$ cat config.mk
export PLATFORM = sky130hd
export DESIGN_NAME = doorbell_scatter_queue
export DESIGN_NICKNAME = d
export VERILOG_FILES = /design/src/rtl/dsq_pkg.sv /design/src/rtl/dsq_fifo.sv /design/src/rtl/dsq_xlate.sv /design/src/rtl/dsq_ctrl.sv /design/src/rtl/doorbell_scatter_queue.sv
export SDC_FILE = /design/constraint.sdc
export NUM_CORES = 1
export LEC_CHECK = 0
export ABC_AREA = 1
export BUFFER_PORTS_ARGS = -buffer_cell sky130_fd_sc_hd__buf_2
export CAP_MARGIN = 20
export CORE_UTILIZATION = 55
export CTS_CLUSTER_SIZE = 24
export DETAILED_ROUTE_END_ITERATION = 16
export PLACE_DENSITY = 0.79
export SYNTH_ARGS = -nofsm -noshare
export SYNTH_HDL_FRONTEND = slang
export SYNTH_SLANG_ARGS = --single-unit
$ cat constraint.sdc
create_clock -name clk -period 11.5 [get_ports clk]
set_input_delay 0.575 -clock clk [delete_from_list [all_inputs] [get_ports clk]]
set_output_delay 0.575 -clock clk [all_outputs]
set_load 0.05 [all_outputs]
$ cat src/rtl/dsq_pkg.sv
package dsq_pkg;
    localparam int PAGE_BITS = 12;

    typedef enum logic [0:0] {
        Q_EMPTY = 1'b0,
        Q_LIVE  = 1'b1
    } q_state_e;
endpackage

$ cat src/rtl/dsq_fifo.sv
module dsq_fifo #(
    parameter int DEPTH = 16,
    parameter int AW    = 48,
    localparam int PTR_W = (DEPTH > 1) ? $clog2(DEPTH) : 1,
    localparam int CNT_W = $clog2(DEPTH + 1)
) (
    input  logic             clk,
    input  logic             rst_n,
    input  logic             wr_en,
    input  logic [AW-1:0]    wr_data,
    input  logic             rd_en,
    output logic [AW-1:0]    head,
    output logic [CNT_W-1:0] count
);
    logic [PTR_W-1:0] wr_ptr, rd_ptr;
    logic [AW-1:0]    slot [DEPTH];

    function automatic logic [PTR_W-1:0] bump(input logic [PTR_W-1:0] p);
        return (p == PTR_W'(DEPTH - 1)) ? '0 : p + 1'b1;
    endfunction

    for (genvar i = 0; i < DEPTH; i++) begin : g_slot
        always_ff @(posedge clk) begin
            if (wr_en && wr_ptr == PTR_W'(i)) begin
                slot[i] <= wr_data;
            end
        end
    end

    always_ff @(posedge clk) begin
        if (!rst_n) begin
            wr_ptr <= '0;
            rd_ptr <= '0;
            count  <= '0;
        end else begin
            if (wr_en) wr_ptr <= bump(wr_ptr);
            if (rd_en) rd_ptr <= bump(rd_ptr);
            unique case ({wr_en, rd_en})
                2'b10:   count <= count + 1'b1;
                2'b01:   count <= count - 1'b1;
                default: count <= count;
            endcase
        end
    end

    assign head = slot[rd_ptr];
endmodule

$ cat src/rtl/dsq_xlate.sv
module dsq_xlate #(
    parameter int            BW       = 32,
    parameter int            AW       = 48,
    parameter logic [BW-1:0] WIN_BASE = 32'h8000_0000,
    parameter logic [BW-1:0] WIN_SIZE = 32'h0000_4000
) (
    input  logic          acc_valid,
    input  logic [BW-1:0] acc_addr,
    input  logic [AW-1:0] base,
    output logic          hit,
    output logic [AW-1:0] xl
);
    logic [BW-1:0] offset;

    always_comb begin
        offset = acc_addr - WIN_BASE;
        hit    = acc_valid && (acc_addr >= WIN_BASE) && (offset < WIN_SIZE);
        xl     = base + AW'(offset);
    end
endmodule

$ cat src/rtl/dsq_ctrl.sv
module dsq_ctrl
    import dsq_pkg::*;
#(
    parameter int  DEPTH = 16,
    parameter int  AW    = 48,
    localparam int CNT_W = $clog2(DEPTH + 1)
) (
    input  logic             clk,
    input  logic             rst_n,
    input  logic             push_valid,
    input  logic             push_aligned,
    input  logic             db_write,
    input  logic             acc_hit,
    input  logic [AW-1:0]    acc_xl,
    input  logic [AW-1:0]    head,
    input  logic [CNT_W-1:0] count,
    output logic             push_ok,
    output logic             pop,
    output logic             push_ready,
    output logic             xl_valid,
    output logic [AW-1:0]    xl_addr,
    output logic             ret_valid,
    output logic [AW-1:0]    ret_addr,
    output logic             err_underflow,
    output logic             err_misalign,
    output q_state_e         state
);
    q_state_e state_d;
    logic     live, under_ev, misal_ev;

    always_comb begin
        live       = (state == Q_LIVE);
        push_ready = (count != CNT_W'(DEPTH));
        push_ok    = push_valid && push_aligned && push_ready;
        misal_ev   = push_valid && !push_aligned && push_ready;
        pop        = db_write && live;
        under_ev   = !live && (db_write || acc_hit);
        state_d    = state;
        unique case (state)
            Q_EMPTY: if (push_ok) state_d = Q_LIVE;
            Q_LIVE:  if (pop && !push_ok && count == CNT_W'(1)) state_d = Q_EMPTY;
            default: state_d = Q_EMPTY;
        endcase
    end

    always_ff @(posedge clk) begin
        if (!rst_n) state <= Q_EMPTY;
        else        state <= state_d;
    end

    always_ff @(posedge clk) begin
        if (!rst_n) begin
            xl_valid      <= 1'b0;
            xl_addr       <= '0;
            ret_valid     <= 1'b0;
            ret_addr      <= '0;
            err_underflow <= 1'b0;
            err_misalign  <= 1'b0;
        end else begin
            xl_valid  <= acc_hit && live;
            ret_valid <= pop;
            if (acc_hit && live) xl_addr  <= acc_xl;
            if (pop)             ret_addr <= head;
            if (under_ev) err_underflow <= 1'b1;
            if (misal_ev) err_misalign  <= 1'b1;
        end
    end
endmodule

$ cat src/rtl/doorbell_scatter_queue.sv
module doorbell_scatter_queue
    import dsq_pkg::*;
#(
    parameter int            DEPTH    = 16,
    parameter int            AW       = 48,
    parameter int            BW       = 32,
    parameter logic [BW-1:0] WIN_BASE = 32'h8000_0000,
    parameter logic [BW-1:0] WIN_SIZE = 32'h0000_4000,
    localparam int           CNT_W    = $clog2(DEPTH + 1)
) (
    input  logic          clk,
    input  logic          rst_n,
    input  logic          push_valid,
    input  logic [AW-1:0] push_addr,
    output logic          push_ready,
    input  logic          acc_valid,
    input  logic [BW-1:0] acc_addr,
    output logic          xl_valid,
    output logic [AW-1:0] xl_addr,
    input  logic          db_write,
    output logic          ret_valid,
    output logic [AW-1:0] ret_addr,
    output logic          err_underflow,
    output logic          err_misalign
);
    logic             push_ok, pop, acc_hit, push_aligned;
    logic [AW-1:0]    head, acc_xl;
    logic [CNT_W-1:0] q_count;
    q_state_e         q_state;

    assign push_aligned = (push_addr[PAGE_BITS-1:0] == '0);

    dsq_fifo #(.DEPTH(DEPTH), .AW(AW)) u_fifo (
        .clk(clk), .rst_n(rst_n), .wr_en(push_ok), .wr_data(push_addr),
        .rd_en(pop), .head(head), .count(q_count)
    );

    dsq_xlate #(.BW(BW), .AW(AW), .WIN_BASE(WIN_BASE), .WIN_SIZE(WIN_SIZE)) u_xlate (
        .acc_valid(acc_valid), .acc_addr(acc_addr), .base(head),
        .hit(acc_hit), .xl(acc_xl)
    );

    dsq_ctrl #(.DEPTH(DEPTH), .AW(AW)) u_ctrl (
        .clk(clk), .rst_n(rst_n), .push_valid(push_valid),
        .push_aligned(push_aligned), .db_write(db_write), .acc_hit(acc_hit),
        .acc_xl(acc_xl), .head(head), .count(q_count), .push_ok(push_ok),
        .pop(pop), .push_ready(push_ready), .xl_valid(xl_valid),
        .xl_addr(xl_addr), .ret_valid(ret_valid), .ret_addr(ret_addr),
        .err_underflow(err_underflow), .err_misalign(err_misalign),
        .state(q_state)
    );
endmodule

; Word level (Yosys, flattened, before mapping)
; Memory sizes are Yosys's and may differ from the RTL's. A register that Yosys moved wholly into a read port is not among the register bits.
; Cells that the tools add are included.
[op_classes]
addsub = 6
mul = 0
n_div = 0
order_cmp = 2
eq_ne = 20
shifts = 0
mux = 85
bitwise = 1
n_reduce_logical = 49
[op_table]
columns = operator, n
row1 = $mux W48, 15
row2 = $reduce_or A48 Y1, 15
row3 = $mux W4, 19
row4 = $mux W1, 49
row5 = $add A48 B32 Y48, 1
row6 = $eq A4 B4 Y1 const B, 9
row7 = $ge A32 B32 Y1 const B, 1
row8 = $lt A32 B15 Y1 const B, 1
row9 = $sub A32 B32 Y32 const B, 1
row10 = $logic_and A1 B1 Y1, 27
row11 = $eq A4 B3 Y1 const B, 4
row12 = $logic_not A12 Y1, 1
row13 = $pmux W5 S2, 1
row14 = $add A4 B1 Y4 const B, 2
row15 = $eq A4 B2 Y1 const B, 2
row16 = $add A5 B1 Y5 const B, 1
row17 = $eq A5 B1 Y1 const B, 1
row18 = $ne A5 B5 Y1 const B, 1
row19 = $sub A5 B1 Y5 const B, 1
row20 = $eq A4 B1 Y1 const B, 1
row21 = $logic_not A4 Y1, 1
row22 = $logic_not A1 Y1, 3
row23 = $eq A2 B1 Y1 const B, 1
row24 = $eq A2 B2 Y1 const B, 1
row25 = 4 further kinds, 4
[word_totals]
ff_bits = 114
latchBits = 0
mem_bits_rw = 768
rom_bits = 0
output_inout_bits = 101
memories = 1
[memory_table]
columns = memory, depth, width, read_ports, rd_clocked_by_memory_dff, wr, line
row1 = u_fifo.slot, 16, 48, 1, 1, 1, dsq_fifo.sv:16  ; logic [AW-1:0] slot [DEPTH];

; Depth between registers and ports, before layout
[depth]
depth_word = 22
ltp_mapped = 29
mapped_depth_nobuf = 23

; Cells and area by module
; From an unflattened synthesis, not the netlist that was laid out.
[hier_totals]
hier_cells = 3779
hier_area_um2 = 39215.1
[modules_own_cells]
columns = mod, instances, cells_per_inst, area_per_inst_um2, seq_area_each_um2
row1 = dsq_fifo, 1, 2547, 31954.4, 23402.4
row2 = dsq_xlate, 1, 763, 3647.2, 0.0
row3 = dsq_ctrl, 1, 450, 3539.6, 2021.9
row4 = doorbell_scatter_queue, 1, 19, 73.8, 0.0

; Worst setup path before layout
; OpenSTA, ideal clock, no wires.
[synth_timing]
path_kind = register to register
from = register u_fifo.count[0]
to = memory u_fifo.slot[7][0], enable pin
arrival_ps = 4928
t_required_ps = 10987
setup_slack_ps = 6059
stages_incl_launch_ff = 8
n_path_buf = 0
synth_period_minus_slack_ps = 5441
cell_sequence = dfxtp_1 > inv_1 > ha_1 > nand3_1 > nand2_1 > nor2_1 > nand2_1 > nor3_1
[synth_via]
elab_chain_len = 21
[synth_lines]
columns = element, line
row1 = from (decl), dsq_fifo.sv:13  ; output logic [CNT_W-1:0] count
row2 = from (signal assigned), dsq_fifo.sv:39  ; 2'b10: count <= count + 1'b1;
row3 = from (signal assigned), dsq_fifo.sv:40  ; 2'b01: count <= count - 1'b1;
row4 = from (signal assigned), dsq_fifo.sv:41  ; default: count <= count;
row5 = $ne A5 B5 Y1 (*), dsq_ctrl.sv:33  ; push_ready = (count != CNT_W'(DEPTH));
row6 = via push_ready, doorbell_scatter_queue.sv:15  ; output logic push_ready,
row7 = $logic_and A1 B1 Y1 (*), dsq_ctrl.sv:34  ; push_ok = push_valid && push_aligned && push_ready;
row8 = $logic_and A1 B1 Y1, dsq_fifo.sv:24  ; if (wr_en && wr_ptr == PTR_W'(i)) begin
row9 = $mux W1, dsq_fifo.sv:24
row10 = $mux W1 (implied by the code), dsq_fifo.sv:25  ; slot[i] <= wr_data;
row11 = $reduce_or A48 Y1 (no line), --
row12 = $mux W4 (no line) or $mux W1 (tied branches) (15 in series), --
row13 = to (decl), dsq_fifo.sv:16
; Mark *: on every way through the listed nets, which the timed path passes. The rest lies on a longest branch.

==> impl_metrics.toml <==
[pwr]
switchingPower_mw = 1.26
power_density_nw_per_um2 = 154
p_leak_nw = 15.2
swShare_pct = 19.8
p_int_mw = 5.10
power_frac_comb_pct = 2.0
vdd_ir_drop_max_uv = 102
clkPwrFrac_pct = 43.1
p_seq_share_pct = 54.8

[placement]
dpl.hpwl_mm = 53.9
pre_cts_ws_ps = 6460
portBuffers = 185
placedCellCount = 4155
gp_congestion = 1.05

[synth]
synth_area_um2 = 37100
synth.avg_cell_area_um2 = 11.4
ys_types = 43
synth_largest_area_cell = "edfxtp_1"
synth_top_area_share_pct = 62.2
ys_seq_elements = 886
synth_fa_ha_area_share_pct = 1.44
synthArstFlopShare_pct = 0
yosys-top-cells-count = "edfxtp_1, nor2_1, o21ai_0"
synth-main-ff-cell = "edfxtp_1"
yosysMostFrequentCell = "edfxtp_1"
synth_mux_area_share_pct = 0
synthTopCellsByArea = "edfxtp_1, dfxtp_1, nor2_1"
synthSimpleGateAreaFrac_pct = 12.6
synth_top_family_by_area = "simple AND/OR/NAND/NOR gates"
synthesis.nets = 3388
yosysWarningCount = 0
postSynthCellCount = 3261
synth-seq-area-share_pct = 68.6
synth_compound_area_share_pct = 12.0
synth_xor_area_share_pct = 0.709
synth_edf_count = 768

[cells_and_area]
area_delta_synth_final_pct = 11.4
drive_gt1_share_pct = 11.4
fin_cells = 4313
nNetsFinal = 3505
n_fill_cell = 4805

[critical_path]
crit_chain = "inv_6 > buf_4 > o21ai_0 > o221ai_1 > nand3_1 > nand2_1 > ha_1 > inv_1 > fa_1 > nand3b_1 > nand2_1 > nand2_1 > nand2_1 > a21oi_1 > o21ai_0 > a21oi_1 > xor2_1 > a21oi_1"
crit_arrival_ps = 5710
cp-start-kind = "flop"
cp_common_cell = "nand2_1"
crit_path_top_delay_cell = "buf_4"
cp_max_fo = 124
critPathKind = "reg -> reg"
cp.required_ps = 11990
cp-end-kind = "flop"
slowest_delay_ps = 840

[grt]
grt_use_total_pct = 28.4
grt_pass1_wl_mm = 146
grt_overflow = 0
grt_pass1_vias = 24500
antenna_found_initial = 11
grt_max_degree = 194

[floorplan]
initial_core_util_pct = 56.0
core-area_um2 = 66200
ioPinCount = 186
die_y_um = 262
die_area_um2 = 68400
die_w_um = 262
rows = 94

[clocking]
numCtsBuffers = 85
cts_tree = "yes"
cts-root-buf = "clkbuf_16"
cts_buffer_depth = 3
cts_repair_resize_count = 0
clock-sinks = 886
insertion_delay_ps = 630
cts_hold_buf = 0
cts_htree_levels = 3
post-cts-setup-buffers = 0
clk_pin_slew_worst_paths_ps = 60

[sta]
worst_hold_slack_ps = 220
skew_ps = 19.1
fin_tns_setup_ps = 0
rsz0062_at_grt = "no"
finalHoldViolCount = 0
finalWorstSetupSlack_ps = 6280
tightest_slew_ps = 1120
maxSlewViolCount = 0
finalCriticalPeriod_ps = 5220
finalSetupViolCount = 0
relSlewSlack_pct = 25.2
timing.fmax_mhz = 192
layout_worst_path_cycle_share_pct = 45.4

[run]
drv_cap = 0

[detailed_routing]
drtIter0Drc = 3672
routed_via_density = 6.10
drc_errors = 0
final_antenna_net_count = 0
vias = 26300
drt_first_pass_iters = 6
wl_per_cell_um = 23.0
routed_wl_mm = 99.0

[run_status]
outcome = "complete, no violations"

[min_path]
hp-class = "in -> reg"
[state kept, by name (all words and copies together), names as in the netlist, named ones only]
register,flops
u_fifo.count,5
u_fifo.rd_ptr,4
u_ctrl.err_underflow,1
u_fifo.slot,768
u_ctrl.xl_valid,1
u_ctrl.xl_addr,48
u_ctrl.state,1
u_ctrl.err_misalign,1
u_fifo.wr_ptr,4
u_ctrl.ret_valid,1
u_ctrl.ret_addr,48
[area by class of cell]
type | instances | area [um2] | share of cell area (%)
Clock inverter | 44 | 418 | 1.01
Sequential cell | 886 | 25400 | 61.6
Antenna cell | 5 | 12.5 | 0.0303
Inverter | 213 | 812 | 1.97
Tap cell | 864 | 1080 | 2.62
Multi-Input combinational cell | 1973 | 10000 | 24.3
Clock buffer | 109 | 2310 | 5.60
Timing Repair Buffer | 219 | 1190 | 2.89
[power groups by stage]
| stage | clock [mW] | combinational [mW] | sequential [mW] |
|---|---|---|---|
| final | 2.74 | 0.130 | 3.49 |
| after global routing | 2.88 | 0.140 | 3.48 |
| after CTS | 2.76 | 0.126 | 3.49 |
| after detailed placement | 0 | 0.125 | 3.56 |
| after global placement | 0 | 0.125 | 3.55 |
| after floorplan | 0 | 0.0508 | 3.56 |
[critical path: cells and delay by family, from the launching register on]
| family | cells | cell delay (ps) |
|---|---|---|
| buf+inv | 3 | 1610 |
| compound gates | 6 | 1290 |
| simple gates | 6 | 830 |
| fa+ha+maj | 2 | 540 |
| flops | 1 | 470 |
| xor+xnor | 1 | 240 |
[placed cells by master, fill, tap and decap left out, drive strengths merged, types with 4 or more instances in the layout]
cell type,count
a21o,5
a21oi,70
a31oi,12
buf,219
bufinv,7
clkbuf,109
clkinv,32
dfxtp,118
diode,5
edfxtp,768
ha,41
inv,215
nand2,332
nand3,162
nand4,9
nor2,609
nor3,10
nor4,9
o211ai,85
o21ai,443
o21bai,4
o221ai,97
o22ai,35
xnor2,8
xor2,22
[path summary, 6_finish.rpt]
| kind | end | start | slack [ps] | cells after the start |
|---|---|---|---|---|
| max | u_ctrl.xl_addr[28]$_SDFFE_PN0P_ | flop | 6280 | 18 |
| min | u_ctrl.err_misalign$_SDFFE_PN0P_ | push_valid | 220 | 3 |
| max reg2reg | u_ctrl.xl_addr[28]$_SDFFE_PN0P_ | flop | 6280 | 18 |
| min reg2reg | u_ctrl.err_underflow$_SDFFE_PN0P_ | u_ctrl.err_underflow$_SDFFE_PN0P_ | 470 | 2 |
[through the flow]
stage               area, um2  power (mW)  util, %
CTS                     41300        6.37     62.4
floorplan               37100        3.61        -
finish                  41300        6.36     62.4
detailed placement      38600        3.68     58.2
global route            41300        6.50     62.4
global placement        38600        3.68     58.2
[kinds of logic (layout without fill, tap and decap cells)]
| family | count (synthesis) | after routing |
|---|---|---|
| and+or+nand+nor | 1144 | 1144 |
| DFF | 886 | 886 |
| AOI/OAI and AO/OA | 757 | 757 |
| buffers and inverters | 402 | 585 |
| adders and majority gates | 42 | 42 |
| xor gates and xnor gates | 30 | 30 |
| other | 0 | 5 |
[metal layers]
metal,part of all wire [%],vias to the layer above,track usage (%)
met5,0.10,-,0
met4,3.4,16,11.6
met3,11,261,6.12
met2,47,1683,45.0
met1,39,12500,38.4
li1,-,11900,-
No activity file was read; power rests on OpenSTA's default activity.
